$ cat config.mk
export PLATFORM = sky130hd
export DESIGN_NAME = rtc_alarm_timer
export DESIGN_NICKNAME = d
export VERILOG_FILES = /design/src/rtl/rtc_pkg.sv /design/src/rtl/rtc_count.sv /design/src/rtl/rtc_period.sv /design/src/rtl/rtc_irq.sv /design/src/rtl/rtc_alarm_timer.sv
export SDC_FILE = /design/constraint.sdc
export NUM_CORES = 1
export LEC_CHECK = 0
export ABC_AREA = 1
export ABC_CLOCK_PERIOD_IN_PS = 2800
export CAP_MARGIN = 30
export CORE_MARGIN = 3
export CORE_UTILIZATION = 50
export DETAILED_ROUTE_END_ITERATION = 8
export HOLD_SLACK_MARGIN = 0.03
export PLACE_DENSITY = 0.74
export SYNTH_ARGS = -nofsm -noshare
export SYNTH_HDL_FRONTEND = slang
export SYNTH_SLANG_ARGS = --single-unit
$ cat constraint.sdc
create_clock -name clk -period 2.8 [get_ports clk]
set_input_delay 0.56 -clock clk [delete_from_list [all_inputs] [get_ports clk]]
set_output_delay 0.56 -clock clk [all_outputs]
set_load 0.05 [all_outputs]
$ cat src/rtl/rtc_pkg.sv
package rtc_pkg;
   typedef enum logic [2:0] {
      REG_CTRL   = 3'd0,
      REG_CNT_LO = 3'd1,
      REG_CNT_HI = 3'd2,
      REG_ALM_LO = 3'd3,
      REG_ALM_HI = 3'd4,
      REG_PERIOD = 3'd5,
      REG_STATUS = 3'd6,
      REG_IRQEN  = 3'd7
   } reg_off_e;

   localparam int CTL_FRZ_LO  = 0;
   localparam int CTL_FRZ_HI  = 1;
   localparam int CTL_CLEAR   = 2;
   localparam int CTL_PER_EN  = 3;
   localparam int CTL_PER_FRZ = 4;
   localparam int CTL_W       = 5;

   localparam int NUM_EVT = 3;
   localparam int EVT_PER   = 0;
   localparam int EVT_ALARM = 1;
   localparam int EVT_WRAP  = 2;
   localparam int EVT_LSB   = 29;
endpackage

$ cat src/rtl/rtc_count.sv
module rtc_count #(
   parameter int LO_W = 32,
   parameter int HI_W = 8
) (
   input  logic            clk,
   input  logic            rst_n,
   input  logic            tick,
   input  logic            clr,
   input  logic            frz_lo,
   input  logic            frz_hi,
   input  logic [LO_W-1:0] alm_lo,
   input  logic [HI_W-1:0] alm_hi,
   output logic [LO_W-1:0] cnt_lo,
   output logic [HI_W-1:0] cnt_hi,
   output logic            wrap,
   output logic            match
);
   logic            step_lo, step_hi;
   logic [LO_W-1:0] lo_nxt;
   logic [HI_W-1:0] hi_nxt;

   assign step_lo = tick & ~clr & ~frz_lo;
   assign step_hi = step_lo & (&cnt_lo) & ~frz_hi;
   assign lo_nxt  = cnt_lo + LO_W'(1);
   assign hi_nxt  = step_hi ? cnt_hi + HI_W'(1) : cnt_hi;
   assign wrap    = step_hi & (&cnt_hi);
   assign match   = step_lo & (lo_nxt == alm_lo) & (hi_nxt == alm_hi);

   always_ff @(posedge clk) begin
      if (!rst_n || clr) begin
         cnt_lo <= '0;
         cnt_hi <= '0;
      end else begin
         if (step_lo) cnt_lo <= lo_nxt;
         cnt_hi <= hi_nxt;
      end
   end
endmodule

$ cat src/rtl/rtc_period.sv
module rtc_period #(
   parameter int PER_W = 16
) (
   input  logic             clk,
   input  logic             rst_n,
   input  logic             tick,
   input  logic             en,
   input  logic             frz,
   input  logic [PER_W-1:0] reload,
   output logic             expire
);
   logic [PER_W-1:0] down_q;

   assign expire = en & tick & ~frz & (down_q == '0);

   always_ff @(posedge clk) begin
      if (!rst_n)                  down_q <= '0;
      else if (!en || expire)      down_q <= reload;
      else if (tick && !frz)       down_q <= down_q - PER_W'(1);
   end
endmodule

$ cat src/rtl/rtc_irq.sv
module rtc_irq #(
   parameter int N = 3
) (
   input  logic         clk,
   input  logic         rst_n,
   input  logic [N-1:0] set,
   input  logic [N-1:0] w1c,
   input  logic [N-1:0] en,
   output logic [N-1:0] status,
   output logic [N-1:0] irq
);
   for (genvar i = 0; i < N; i++) begin : g_bit
      always_ff @(posedge clk) begin
         if (!rst_n)      status[i] <= 1'b0;
         else if (set[i]) status[i] <= 1'b1;
         else if (w1c[i]) status[i] <= 1'b0;
      end
      assign irq[i] = status[i] & en[i];
   end
endmodule

$ cat src/rtl/rtc_alarm_timer.sv
module rtc_alarm_timer
   import rtc_pkg::*;
#(
   parameter int DATA_W   = 32,
   parameter int CNT_LO_W = 32,
   parameter int CNT_HI_W = 8,
   parameter int PER_W    = 16,
   parameter bit RD_PIPE  = 1'b0
) (
   input  logic              clk,
   input  logic              rst_n,
   input  logic              tick,
   input  logic              bus_wr,
   input  logic [2:0]        bus_addr,
   input  logic [DATA_W-1:0] bus_wdata,
   output logic [DATA_W-1:0] bus_rdata,
   output logic              irq_wrap,
   output logic              irq_alarm,
   output logic              irq_period
);
   localparam int EVT_MSB = EVT_LSB + NUM_EVT - 1;

   if (DATA_W < 32) begin : g_bad_data
      $error("DATA_W must be at least 32");
   end
   if (CNT_LO_W > DATA_W || CNT_HI_W > DATA_W || PER_W > DATA_W) begin : g_bad_width
      $error("counter fields must fit a data word");
   end
   if (CNT_LO_W < 2 || CNT_HI_W < 1 || PER_W < 1) begin : g_bad_min
      $error("counter widths too small");
   end

   logic [CTL_W-1:0]    ctrl_q;
   logic [CNT_LO_W-1:0] alm_lo_q, cnt_lo;
   logic [CNT_HI_W-1:0] alm_hi_q, cnt_hi;
   logic [PER_W-1:0]    period_q;
   logic [NUM_EVT-1:0]  irqen_q, status, irq, set, w1c;
   logic                c_clr, c_frz_lo, c_frz_hi, c_per_en, c_per_frz;
   logic                wrap, match, expire;
   logic [DATA_W-1:0]   rd_mux;

   assign c_clr     = ctrl_q[CTL_CLEAR];
   assign c_frz_lo  = ctrl_q[CTL_FRZ_LO];
   assign c_frz_hi  = ctrl_q[CTL_FRZ_HI];
   assign c_per_en  = ctrl_q[CTL_PER_EN];
   assign c_per_frz = ctrl_q[CTL_PER_FRZ];

   always_ff @(posedge clk) begin
      if (!rst_n) begin
         ctrl_q   <= '0;
         alm_lo_q <= '0;
         alm_hi_q <= '0;
         period_q <= '0;
         irqen_q  <= '0;
      end else if (bus_wr) begin
         case (reg_off_e'(bus_addr))
            REG_CTRL:   ctrl_q   <= bus_wdata[CTL_W-1:0];
            REG_ALM_LO: alm_lo_q <= bus_wdata[CNT_LO_W-1:0];
            REG_ALM_HI: alm_hi_q <= bus_wdata[CNT_HI_W-1:0];
            REG_PERIOD: period_q <= bus_wdata[PER_W-1:0];
            REG_IRQEN:  irqen_q  <= bus_wdata[EVT_MSB:EVT_LSB];
            default: ;
         endcase
      end
   end

   rtc_count #(.LO_W(CNT_LO_W), .HI_W(CNT_HI_W)) u_count (
      .clk(clk), .rst_n(rst_n), .tick(tick), .clr(c_clr),
      .frz_lo(c_frz_lo), .frz_hi(c_frz_hi),
      .alm_lo(alm_lo_q), .alm_hi(alm_hi_q),
      .cnt_lo(cnt_lo), .cnt_hi(cnt_hi), .wrap(wrap), .match(match)
   );

   rtc_period #(.PER_W(PER_W)) u_period (
      .clk(clk), .rst_n(rst_n), .tick(tick), .en(c_per_en),
      .frz(c_per_frz), .reload(period_q), .expire(expire)
   );

   always_comb begin
      set = '0;
      set[EVT_WRAP]  = wrap;
      set[EVT_ALARM] = match;
      set[EVT_PER]   = expire;
   end
   assign w1c = (bus_wr && reg_off_e'(bus_addr) == REG_STATUS)
                ? bus_wdata[EVT_MSB:EVT_LSB] : '0;

   rtc_irq #(.N(NUM_EVT)) u_irq (
      .clk(clk), .rst_n(rst_n), .set(set), .w1c(w1c), .en(irqen_q),
      .status(status), .irq(irq)
   );

   assign irq_wrap   = irq[EVT_WRAP];
   assign irq_alarm  = irq[EVT_ALARM];
   assign irq_period = irq[EVT_PER];

   always_comb begin
      rd_mux = '0;
      case (reg_off_e'(bus_addr))
         REG_CTRL:   rd_mux[CTL_W-1:0]       = ctrl_q;
         REG_CNT_LO: rd_mux[CNT_LO_W-1:0]    = cnt_lo;
         REG_CNT_HI: rd_mux[CNT_HI_W-1:0]    = cnt_hi;
         REG_ALM_LO: rd_mux[CNT_LO_W-1:0]    = alm_lo_q;
         REG_ALM_HI: rd_mux[CNT_HI_W-1:0]    = alm_hi_q;
         REG_PERIOD: rd_mux[PER_W-1:0]       = period_q;
         REG_STATUS: rd_mux[EVT_MSB:EVT_LSB] = status;
         REG_IRQEN:  rd_mux[EVT_MSB:EVT_LSB] = irqen_q;
         default: ;
      endcase
   end

   if (RD_PIPE) begin : g_rd_reg
      always_ff @(posedge clk) begin
         if (!rst_n) bus_rdata <= '0;
         else        bus_rdata <= rd_mux;
      end
   end else begin : g_rd_comb
      assign bus_rdata = rd_mux;
   end
endmodule

# Word-level counts from Yosys, hierarchy flattened
# Cells that the tools add are included.
dict set report op_classes {
  addsub 3
  bitwise 17
  n_eq_ne 9
  n_reduce_logical 20
  n_mux 15
}
# cell n
set op_table {}
lappend op_table {{32-bit by 1-bit adder with 32-bit output, second input constant} 1}
lappend op_table {{32-bit equality test} 1}
lappend op_table {{16-bit 2-to-1 mux} 2}
lappend op_table {{32-bit AND reduction} 1}
lappend op_table {{5-bit case mux with 6 select lines} 1}
lappend op_table {{13-bit case mux with 2 select lines} 1}
lappend op_table {{8-bit case mux with 3 select lines} 1}
lappend op_table {{16-bit logical NOT} 1}
lappend op_table {{16-bit by 1-bit subtractor with 16-bit output, second input constant} 1}
lappend op_table {{3-bit case mux with 5 select lines} 1}
lappend op_table {{1-bit AND} 13}
lappend op_table {{3-bit equality test, second input constant} 4}
lappend op_table {{3-bit case mux with 4 select lines} 1}
lappend op_table {{2-bit AND reduction} 5}
lappend op_table {{8-bit by 1-bit adder with 8-bit output, second input constant} 1}
lappend op_table {{8-bit equality test} 1}
lappend op_table {{8-bit 2-to-1 mux} 1}
lappend op_table {{8-bit AND reduction} 1}
lappend op_table {{2-bit nonzero test} 4}
lappend op_table {{3-bit by 2-bit equality test with 1-bit output, second input constant} 2}
lappend op_table {{1-bit 2-to-1 mux} 6}
lappend op_table {{1-bit NOT} 4}
lappend op_table {{3-bit by 1-bit equality test with 1-bit output, second input constant} 1}
lappend op_table {{1-bit logical NOT} 3}
lappend op_table {{other kinds (4)} 6}
dict set report word_totals {
  input_bits 39
  output_inout_bits 35
  reg_bits 123
  elab_cells 75
}

# Depth between registers and ports, before layout
dict set report depth {
  ltp_word 9
  depth_mapped 17
  mapped_depth_nobuf 17
}

# Modules after synthesis
# Synthesis repeated with hierarchy kept, for this count alone.
dict set report unflattened {
  hier_cells 1441
  hier_area_um2 8385.5
}
# mod cells_each seq_area_each_um2 n_inst area_each_um2
set modules_own_cells {}
lappend modules_own_cells {rtc_alarm_timer 581 1281.2 1 3573.4}
lappend modules_own_cells {rtc_count 625 800.8 1 3462.1}
lappend modules_own_cells {rtc_period 213 320.3 1 1214.9}
lappend modules_own_cells {rtc_irq 22 60.1 1 135.1}

# Worst setup path before layout
# Ideal clock, no wire load.
dict set report synth_timing {
  path_type {in2out}
  from {in bus_addr[0]}
  to {out bus_rdata[11]}
  t_required_ps 2240
  arrival_ps 2538
  stages 5
  setup_slack_ps -298
  n_path_buf 1
  path_cell_list {inv_1 > nor3_2 > clkinv_1 > clkbuf_1 > o21ai_0}
}
dict set report synth_via {
  elab_chain_cells 2
  elab_cells_between_ends 4
  classes_between {eq/ne (3); mux (1)}
}
# item line
set synth_rtl {}
lappend synth_rtl {{from (decl)} rtc_alarm_timer.sv:14} ;# input logic [2:0] bus_addr,
lappend synth_rtl {{3-bit equality test, or another cell as far along} rtc_alarm_timer.sv:99} ;# case (reg_off_e'(bus_addr))
lappend synth_rtl {{8-bit case mux with 3 select lines *} rtc_alarm_timer.sv:99}
lappend synth_rtl {{to (decl)} rtc_alarm_timer.sv:16} ;# output logic [DATA_W-1:0] bus_rdata,
# Mark *: on every way between the ends. The rest lies on a longest branch, timed or not.

# Worst setup path in the final report
dict set report layout_timing {
  from {in bus_addr[1]}
  to {out bus_rdata[4]}
}
dict set report layout_via {
  elab_chain_cells 2
  elab_cells_between_ends 7
  classes_between {eq/ne (5); mux (1); reduce/logical (1)}
}
# item line
set layout_rtl {}
lappend layout_rtl {{3-bit equality test, or another cell as far along} rtc_alarm_timer.sv:99}
lappend layout_rtl {{5-bit case mux with 6 select lines *} rtc_alarm_timer.sv:99}
# Marked as above.

==> flow_summary.json <==
{
  "syn_avg_cell_area_sq_um": 6.31,
  "status": "finished, final reports clean",
  "maxCapViolations": 0,
  "post-route-min-period_ps": 2620,
  "die_area_sq_um": 16300,
  "cts_hold_buf": 0,
  "io_buffers": 73,
  "cts_setup_buffers": 0,
  "cts.sinks": 123,
  "cp-start-kind": "primary input",
  "clkPwrFrac_pct": 47.3,
  "hold_class": "reg2reg",
  "grt_max_degree": 64,
  "grt_pass1_wl_um": 37000,
  "drt-pass1-iter-count": 6,
  "grt_util_all_layers_pct": 28.7,
  "drv_slew": 0,
  "dpl.cell_count": 1432,
  "final-setup-viol-count": 0,
  "synth_edf_count": 0,
  "dpl_cell_area_sq_um": 8870,
  "synth_nets": 1211,
  "ys.flop_type": "dfxtp_1",
  "detail_route.iter0.violations": 769,
  "synthTopCellsByCount": "nand2_1, inv_1, dfxtp_1",
  "drive_above_1_share_pct": 11.5,
  "mappedNetlistArea_sq_um": 7380,
  "worst_pin_slew_ps": 606,
  "whs_ps": 464,
  "vias": 8079,
  "routed_via_density": 5.52,
  "antenna_found_initial": 0,
  "setup.worst_path.class": "in2out",
  "instances_no_fill": 1464,
  "combinationalPowerShare_pct": 14.9,
  "cts_tree": "done",
  "ys_seq_area_share_pct": 33.4,
  "fin_crit_sh_pct": 93.7,
  "area_growth_pct": 29.8,
  "dpl.hpwl_um": 17500,
  "ioPinCount": 74,
  "grt_overflow": 0,
  "routed_wirelength_um": 23400,
  "rsz0062_at_grt": "no",
  "reg2reg_from": "u_count.cnt_lo[1]",
  "required_ps": 2240,
  "cts_root_buffer": "clkbuf_16",
  "synth_area_leaders": "dfxtp_1, nand2_1, inv_1",
  "clk_latency_ps": 420,
  "synth-seq-cells": 123,
  "rrSetupSlack_ps": 200,
  "wl_per_cell_um": 16.0,
  "coreArea_sq_um": 14100,
  "hold_viol": 0,
  "irDropWorstVdd_v": 0.000439,
  "slew_headroom_pct": 59.6,
  "max_freq_mhz": 381,
  "clock_skew_ps": 5.92,
  "h-tree-depth": 4,
  "drc": 0,
  "initial_core_util_pct": 52.2,
  "gp_congestion": 0.947,
  "synth.most_common_cell": "nand2_1",
  "post_synth_num_cell_types": 37,
  "num_rows": 43,
  "clk_pin_slew_ps": 60,
  "numCtsBuffers": 17,
  "yosys_warnings": 0,
  "leakagePower_nw": 4.10,
  "hold_start": "period_q[8]",
  "endpoint_kind": "output port",
  "switching_share_pct": 27.1,
  "synthCells": 1169,
  "seq_power_share_pct": 37.8,
  "fp.dieH_um": 127,
  "diodes": 0,
  "yosysTopAreaCellShare_pct": 33.4,
  "p_switching_mw": 1.38,
  "grt_pass1_vias": 7247,
  "critPathMaxFanout": 10,
  "powerDensity_nw_per_um2": 531,
  "finalPower_mw": 5.08,
  "nets": 1313,
  "clk_path_buf_depth": 2,
  "ant_nets": 0,
  "async_flop_share_pct": 0,
  "cp-startpoint": "bus_addr[1]",
  "die_w_um": 127,
  "design_area_sq_um": 9580,
  "crit_arrival_ps": 2060,
  "p_int_mw": 3.70,
  "yosys.area.top_type": "dfxtp_1"
}
worst paths after layout:
| kind | end | cells past startpoint |
|---|---|---|
| hold reg to reg | period_q[8] | 2 |
| setup reg to reg | u_irq.status[1] | 15 |
| setup / recovery | bus_rdata[4] | 11 |
| hold / removal | period_q[8] | 2 |
per-layer routing:
metal | part of all wire, % | up-vias | GRT usage (%)
met5 | 0 | - | 0
met4 | 1.4 | 0 | 8.08
met3 | 6.4 | 34 | 5.14
met2 | 46 | 288 | 45.1
met1 | 47 | 3697 | 40.5
li1 | - | 4060 | -
through the flow:
stage / util (%) / setup slack [ps] / TNS [ps]
floorplan: - / -298 / -1540
global placement: 62.7 / -66.5 / -138
detailed placement: 62.7 / -56.3 / -189
CTS: 67.5 / 0.984 / 0
global route: 67.7 / 20.1 / 0
finish: 67.7 / 175 / 0
state kept, by name, summed over array words and instances, names as in the netlist:
name	count
alm_hi_q	8
irqen_q	3
u_period.down_q	16
u_count.cnt_lo	32
period_q	16
u_count.cnt_hi	8
u_irq.status	3
ctrl_q	5
alm_lo_q	32
worst max-delay path, stage by stage:
cell and delay [ps]:
dlygate4sd2_1 270, inv_2 110, nand2_1 80, nor2_2 160
clkinv_1 100, buf_6 150, o22ai_1 190, a221oi_1 70
o221ai_1 90, buf_4 150, buf_12 120
kinds of logic after synthesis:
family,count (synthesis),synth area share (%)
flip-flops,123,33.4
adder cells (fa/ha/maj),3,0.509
XOR/XNOR,22,2.98
AO/OA/AOI/OAI,260,20.0
AND/OR/NAND/NOR,554,32.4
buffers and inverters,207,10.7
placed cells by master, fill, tap and decap left out, drive strengths merged, types with 6 or more instances in the layout:
master	n
nand2	297
inv	166
dfxtp	123
nor2	119
nand3	114
o21ai	93
a21oi	92
buf	81
clkdlybuf4s50	37
o22ai	21
clkbuf	20
xor2	16
o211ai	15
nor3	12
a22oi	11
a31oi	10
o221ai	10
a221oi	7
clkinv	7
nand4	6
final cells by class:
| cell class | count | area (sq um) |
|---|---|---|
| clock buffer | 20 | 437 |
| clock inverter | 12 | 196 |
| fill | 1239 | 4570 |
| inverter | 169 | 634 |
| multi-input combinational | 839 | 4190 |
| sequential | 123 | 2460 |
| tap | 180 | 225 |
| timing repair buffer | 121 | 1430 |
timing repair:
item,in CTS,in global routing
resized for setup,14,6
gates cloned,0,0
setup endpoints to repair,13,31
power by group through the flow:
stage | clock network (mW) | logic (mW) | registers, mW
after global placement | 0 | 0.728 | 1.95
final | 2.41 | 0.757 | 1.92
after detailed placement | 0 | 0.738 | 1.95
after floorplan | 0 | 0.459 | 1.92
after global routing | 2.49 | 0.832 | 1.93
after CTS | 2.42 | 0.748 | 1.91
Note: power is estimated with default switching activity, not from simulation.
